[config.mk]
export PLATFORM = sky130hd
export DESIGN_NAME = pin_disable_detect
export DESIGN_NICKNAME = d
export VERILOG_FILES = /design/src/rtl/pin_disable_detect.sv
export SDC_FILE = /design/constraint.sdc
export NUM_CORES = 1
export LEC_CHECK = 0
export BUFFER_PORTS_ARGS = -buffer_cell sky130_fd_sc_hd__buf_2
export CAP_MARGIN = 15
export CORE_MARGIN = 4
export CORE_UTILIZATION = 44
export CTS_BUF_LIST = sky130_fd_sc_hd__clkbuf_4
export CTS_CLUSTER_DIAMETER = 150
export DETAILED_ROUTE_END_ITERATION = 8
export PLACE_DENSITY_LB_ADDON = 0.05
export SETUP_SLACK_MARGIN = 0.1
export SLEW_MARGIN = 20
export SYNTH_ARGS = -nofsm -noshare
export SYNTH_HDL_FRONTEND = slang
export SYNTH_SLANG_ARGS = --single-unit
[constraint.sdc]
create_clock -name clk -period 3.9 [get_ports clk]
set_input_delay 0.585 -clock clk [delete_from_list [all_inputs] [get_ports clk]]
set_output_delay 0.585 -clock clk [all_outputs]
set_load 0.05 [all_outputs]
[src/rtl/pin_disable_detect.sv]
module pin_disable_detect #(
  parameter int DIV_A   = 8,
  parameter int DIV_B   = 16,
  parameter int DIV_C   = 128,
  parameter int RUN_LEN = 16
) (
  input  logic        clk,
  input  logic        rst_n,
  input  logic [3:0]  req_n,
  input  logic        rd_en,
  input  logic        wr_en,
  input  logic [15:0] wdata,
  output logic [15:0] rdata,
  output logic        irq,
  output logic        hiz_req
);
  localparam int NIN = 4;
  localparam int PW  = $clog2(DIV_C);
  localparam int LA  = $clog2(DIV_A);
  localparam int LB  = $clog2(DIV_B);
  localparam int CW  = $clog2(RUN_LEN + 1);
  localparam int FB  = 12;
  localparam int EB  = 8;

  logic [PW-1:0]  pre;
  logic [2:0]     tick;
  logic [NIN-1:0] s1, s2, s3;
  logic [NIN-1:0] flag, armed, hi_seen;
  logic [7:0]     modes;
  logic           ie;

  always_ff @(posedge clk or negedge rst_n)
    if (!rst_n) pre <= '0;
    else        pre <= pre + 1'b1;

  assign tick[0] = &pre[LA-1:0];
  assign tick[1] = &pre[LB-1:0];
  assign tick[2] = &pre;

  always_ff @(posedge clk or negedge rst_n)
    if (!rst_n) begin
      s1 <= '1;
      s2 <= '1;
      s3 <= '1;
    end else begin
      s1 <= req_n;
      s2 <= s1;
      s3 <= s2;
    end

  always_ff @(posedge clk or negedge rst_n)
    if (!rst_n) begin
      modes <= '0;
      ie    <= 1'b0;
    end else if (wr_en) begin
      modes <= wdata[7:0];
      ie    <= wdata[EB];
    end

  for (genvar i = 0; i < NIN; i++) begin : g_in
    logic [1:0]    md;
    logic          lvl, tk, hit, clr_ok;
    logic [CW-1:0] run;

    assign md  = modes[2*i +: 2];
    assign lvl = (md != 2'd0);
    assign tk  = (md == 2'd1) ? tick[0] :
                 (md == 2'd2) ? tick[1] :
                 (md == 2'd3) ? tick[2] : 1'b0;
    assign hit = lvl ? (run == CW'(RUN_LEN)) : (s3[i] & ~s2[i]);
    assign clr_ok = wr_en & ~wdata[FB+i] & armed[i] & (~lvl | hi_seen[i]);

    always_ff @(posedge clk or negedge rst_n)
      if (!rst_n)                         run <= '0;
      else if (!lvl)                      run <= '0;
      else if (tk && s2[i])               run <= '0;
      else if (tk && run != CW'(RUN_LEN)) run <= run + 1'b1;

    always_ff @(posedge clk or negedge rst_n)
      if (!rst_n)             hi_seen[i] <= 1'b0;
      else if (rd_en)         hi_seen[i] <= 1'b0;
      else if (tk && s2[i])   hi_seen[i] <= 1'b1;

    always_ff @(posedge clk or negedge rst_n)
      if (!rst_n)      armed[i] <= 1'b0;
      else if (wr_en)  armed[i] <= 1'b0;
      else if (rd_en)  armed[i] <= flag[i];

    always_ff @(posedge clk or negedge rst_n)
      if (!rst_n)      flag[i] <= 1'b0;
      else if (hit)    flag[i] <= 1'b1;
      else if (clr_ok) flag[i] <= 1'b0;
  end

  assign rdata   = {flag, 3'b000, ie, modes};
  assign hiz_req = |flag;
  assign irq     = ie & hiz_req;
endmodule


# Word level (Yosys, flattened, before mapping)
# Index checks and enable logic that the tools add are counted.
# word_totals
register_bits	60
latchBits	0
ramBits	0
mem_bits_ro	0
in_bits	24
output_inout_bits	18
word_cells	161
mem_count	0
# classes
addsub	5
mul	0
div	0
n_lt_le_gt_ge	0
n_eq_ne	24
n_shift	0
mux	52
bitwise_logic	33
reduce_logical	25
# op_table
cell	n
$mux W5	12
$mux W1	40
$reduce_bool A2 Y1	13
$add A5 B1 Y5 const B	4
$eq A5 B5 Y1 const B	4
$ne A5 B5 Y1 const B	4
$and A1 B1 Y1	17
$eq A2 B2 Y1 const B	8
$ne A3 B1 Y1 const B	4
$not A1 Y1	12
$eq A2 B1 Y1 const B	4
$logic_and A1 B1 Y1	8
$add A7 B1 Y7 const B	1
$reduce_and A7 Y1	1
$or A1 B1 Y1	4
$reduce_and A4 Y1	1
$reduce_or A4 Y1	1
$reduce_and A3 Y1	1

# Logic depth before layout (Yosys ltp)
# logic_depth
word_depth	8
ltp_mapped	7
ltp_nobuf	6

# Worst setup path after synthesis
# OpenSTA, ideal clock, no wires.
# synth_timing
kind	register to output
start	reg flag[1], in the netlist rdata[13]
end	out irq
arrival_time_ns	1.859
required_ns	3.315
slack_ns	1.456
path_stages_with_launch	3
n_path_buf	0
path_cell_list	dfrtp_1 or4_1 and2_1
# synth_between
elab_chain_len	2
# synth_rtl
element	line_no	rtl
from (decl)	28	logic [NIN-1:0] flag, armed, hi_seen;
from (signal, indexed assignment)	90	if (!rst_n) flag[i] <= 1'b0;
from (signal, indexed assignment)	91	else if (hit) flag[i] <= 1'b1;
from (signal, indexed assignment)	92	else if (clr_ok) flag[i] <= 1'b0;
$reduce_or A4 Y1	96	assign hiz_req = |flag;
named net hiz_req	15	output logic hiz_req
$and A1 B1 Y1	97	assign irq = ie & hiz_req;
to (decl)	14	output logic irq,
# The timed path passes the listed nets, and every way through them passes these cells.

# Worst setup path after layout
# layout_timing
start	reg pre[0]
end	reg g_in[2].run[3]
# layout_between
elab_chain_len	7
word_cells_on_any_way	11
cone_classes	eq/ne: 1; mux: 5; reduce/logical: 5
# layout_rtl
element	line_no	rtl
from (decl)	25	logic [PW-1:0] pre;
from (signal assigned)	34	else pre <= pre + 1'b1;
$reduce_and A7 Y1	38	assign tick[2] = &pre;
$mux W1	69	(md == 2'd3) ? tick[2] : 1'b0;
$mux W1	68	(md == 2'd2) ? tick[1] :
$mux W1 *	67	assign tk = (md == 2'd1) ? tick[0] :
$logic_and A1 B1 Y1	76	else if (tk && s2[i]) run <= '0;
$mux W5	76	
$mux W5	75	else if (!lvl) run <= '0;
to (signal assigned)	77	else if (tk && run != CW'(RUN_LEN)) run <= run + 1'b1;
to (decl)	63	logic [CW-1:0] run;
# Mark *: on every way between the ends. The rest lies on a longest branch, timed or not.
# A chain may end at the register's enable or synchronous reset.

==> flow_summary.toml <==
[run_status]
status = "completed"

[clocking]
cts_resized = 0
clk_latency_ns = 0.40
cts_tree = "done"
clock_sinks = 60
cts-root-buf = "clkbuf_4"
clockBufferDepth = 2
holdBufCountCts = 0
clk_pin_slew_ns = 0.10
cts_setup_buffers = 0
h-tree-depth = 3
cts_made_buffers = 9

[synthesis]
synthArstFlopShare_pct = 100
ys_warn_count = 0
syn_avg_cell_area_sq_um = 10.6
synthAdderAreaFrac_pct = 4.06
yosys-top-cells-area = "dfrtp_1 39%, dfstp_2 10%, a21oi_1 4.1%, ha_1 4.1%, nand3_1 2.8%"
synth_edf_count = 0
synthXorXnorAreaFrac_pct = 1.14
netlist.top_cell.by_area = "dfrtp_1"
yosys.area.top_type_share_pct = 38.9
yosysUniqueCellTypes = 48
synthesis.area_sq_mm = 0.00308
ys_seq_area_share_pct = 49.2
synth-main-ff-cell = "dfrtp_1"
synth_mux_area_share_pct = 3.77
synthCells = 292
synth-simple-area-share_pct = 20.2
synth-seq-cells = 60
synth_common_cells = "48 x dfrtp_1, 25 x a21oi_1, 20 x nand2_1, 19 x inv_1, 17 x nand3_1"
synth_top_family_by_area = "simple AND/OR/NAND/NOR gates"
synth_compound_area_share_pct = 16.0
yosysMostFrequentCell = "dfrtp_1"

[global_route]
grt_use_total_pct = 16.1
grt_pass1_vias = 2288
grt_max_degree = 40
antenna_found_initial = 0
grt_first_pass_wirelength_microns = 10800
overflow = 0

[finish]
final_layout_size_suffix_gt1_share_pct = 23.5
n_antenna_cell = 0
final_cell_area_sq_mm = 0.00340
layout.nets = 361
post-route-util_pct = 50.1
area_delta_synth_final_pct = 10.3

[power_and_ir_drop]
leakagePower_nw = 1.46
powerDensity_mw_per_mm2 = 356
power_mw = 1.21
ir_drop_uv = 169

[die]
rows = 30
coreArea_sq_mm = 0.00679
start_util_pct = 45.4
die_w_microns = 91.7
die_y_microns = 91.7
die_area_sq_mm = 0.00841
ios = 42

[placement]
port_buffers = 35
place_area_sq_mm = 0.00330
dp_hpwl_microns = 4450
place_ws_ns = 1.53
place_congestion = 0.762

[timing]
finalHoldViolCount = 0
rsz0062_at_grt = "false"
final.setup_skew_ns = 0.0153
fmax_ghz = 0.423
setup_ws_ns = 1.54
fin_setup_tns_ns = 0
relSlewSlack_pct = 40.8
maxSlewViolCount = 0
period_minus_slack_ns = 2.36
setup_violations = 0
tightest_slew_ns = 0.888
post-route-period-util_pct = 60.6

[setup_path]
cp_num_buf_inv = 0
slowest_stage = "or4_1"
path_class = "reg2reg"
start_kind = "register"
path_cells = "ha_1, ha_1, and3b_1, nor3_2, or4_1, a21oi_1"
cpPeakStageDelay_ns = 0.51
path_delay_family = "simple AND/OR/NAND/NOR gates"
end_kind = "register"
timing.rr.start = "pre[0]$_DFF_PN0_"
cp_common_cell = "ha_1"
crit_fanout = 8
crit_arrival_ns = 2.68
crit_required_ns = 4.22
cp-startpoint = "pre[0]$_DFF_PN0_"

[min_path]
hp-class = "in2reg"
hold_start = "req_n[0]"

[routing]
firstDrtPassIters = 4
ant_nets = 0
wl_microns = 6510
drc = 0
vias_per_cell = 5.45
drtIter0Drc = 64
via_count = 2333
wl_per_cell_microns = 15.2

[flow_run]
cap_violations = 0
-- flip-flops by register name, summed over array words and instances, names as in the netlist --
signal,flops
rdata,4
s3,4
pre,7
armed,4
g_in.run,20
ie,1
s2,4
modes,8
hi_seen,4
s1,4
-- per-stage QoR --
| step | std cells | hold slack (ns) |
|---|---|---|
| after floorplan | 294 | 0.289 |
| after global placement | 412 | 0.345 |
| after detailed placement | 412 | 0.347 |
| after CTS | 428 | 0.257 |
| after global routing | 428 | 0.246 |
| final | 428 | 0.275 |
-- power by group --
group	internal [mW]	leakage (nW)	total, mW	switching [mW]
combinational	0.0469	0.661	0.159	0.112
clock	0.147	0.0662	0.373	0.226
sequential	0.652	0.735	0.679	0.0270
-- final cells by class --
cell class | instances | area [sq um]
clock buffers | 12 | 90.1
clock inverters | 4 | 17.5
fillers | 664 | 3390
inverters | 19 | 71.3
multi-input cells | 201 | 1410
flip-flops and latches | 60 | 1520
well taps | 96 | 120
repair buffers | 36 | 183
-- layout by cell type (no fill, tap or decap), types with 7 or more instances in the layout --
cell,n
clkbuf_4,12
dfstp_2,12
inv_1,19
a21oi_1,25
nor2_1,11
nand3_1,17
ha_1,10
buf_2,35
nand2_1,20
dfrtp_1,48
o31ai_1,9
o211ai_1,9
o21ai_0,12
or4_1,7
-- routing by layer --
metal  global-route usage [%]  wire length (microns)  part of all wire [%]  vias up
met5                        0                      0                     0        -
met4                     7.80                    139                   2.1        0
met3                     3.28                    258                   4.0       10
met2                     24.5                   2910                    45       50
met1                     21.9                   3210                    49     1136
li1                         -                      -                     -     1137
-- path summary, 6_finish.rpt --
| kind | end | slack (ns) | cells past startpoint |
|---|---|---|---|
| worst max-delay path | g_in[2].run[3]$_DFFE_PN0P_ | 1.54 | 6 |
| worst min register to register | s2[1]$_DFF_PN1_ | 0.36 | 0 |
| worst max register to register | g_in[2].run[3]$_DFFE_PN0P_ | 1.54 | 6 |
| min in group asynchronous | hi_seen[1]$_DFFE_PN0P_ | 0.30 | 1 |
| max in group asynchronous | s2[3]$_DFF_PN1_ | 2.72 | 2 |
| worst min-delay path | s1[0]$_DFF_PN1_ | 0.28 | 1 |
-- cell families (layout without fill, tap and decap cells) --
logic type      count (synthesis)  in the layout
flops                          60             60
buf+inv                        33             71
compound gates                 72             72
simple gates                  101            101
other cells                     1              3
mux                            11             11
fa+ha+maj                      10             10
xor+xnor                        4              4
-- worst reg2reg max path: cells and delay by family, from the launching register on --
kind / cells / cell delay, ns
adders and majority gates: 2 / 0.71
DFF: 1 / 0.39
AOI/OAI and AO/OA: 1 / 0.15
and+or+nand+nor: 3 / 1.06
No activity file was read; power rests on OpenSTA's default activity.
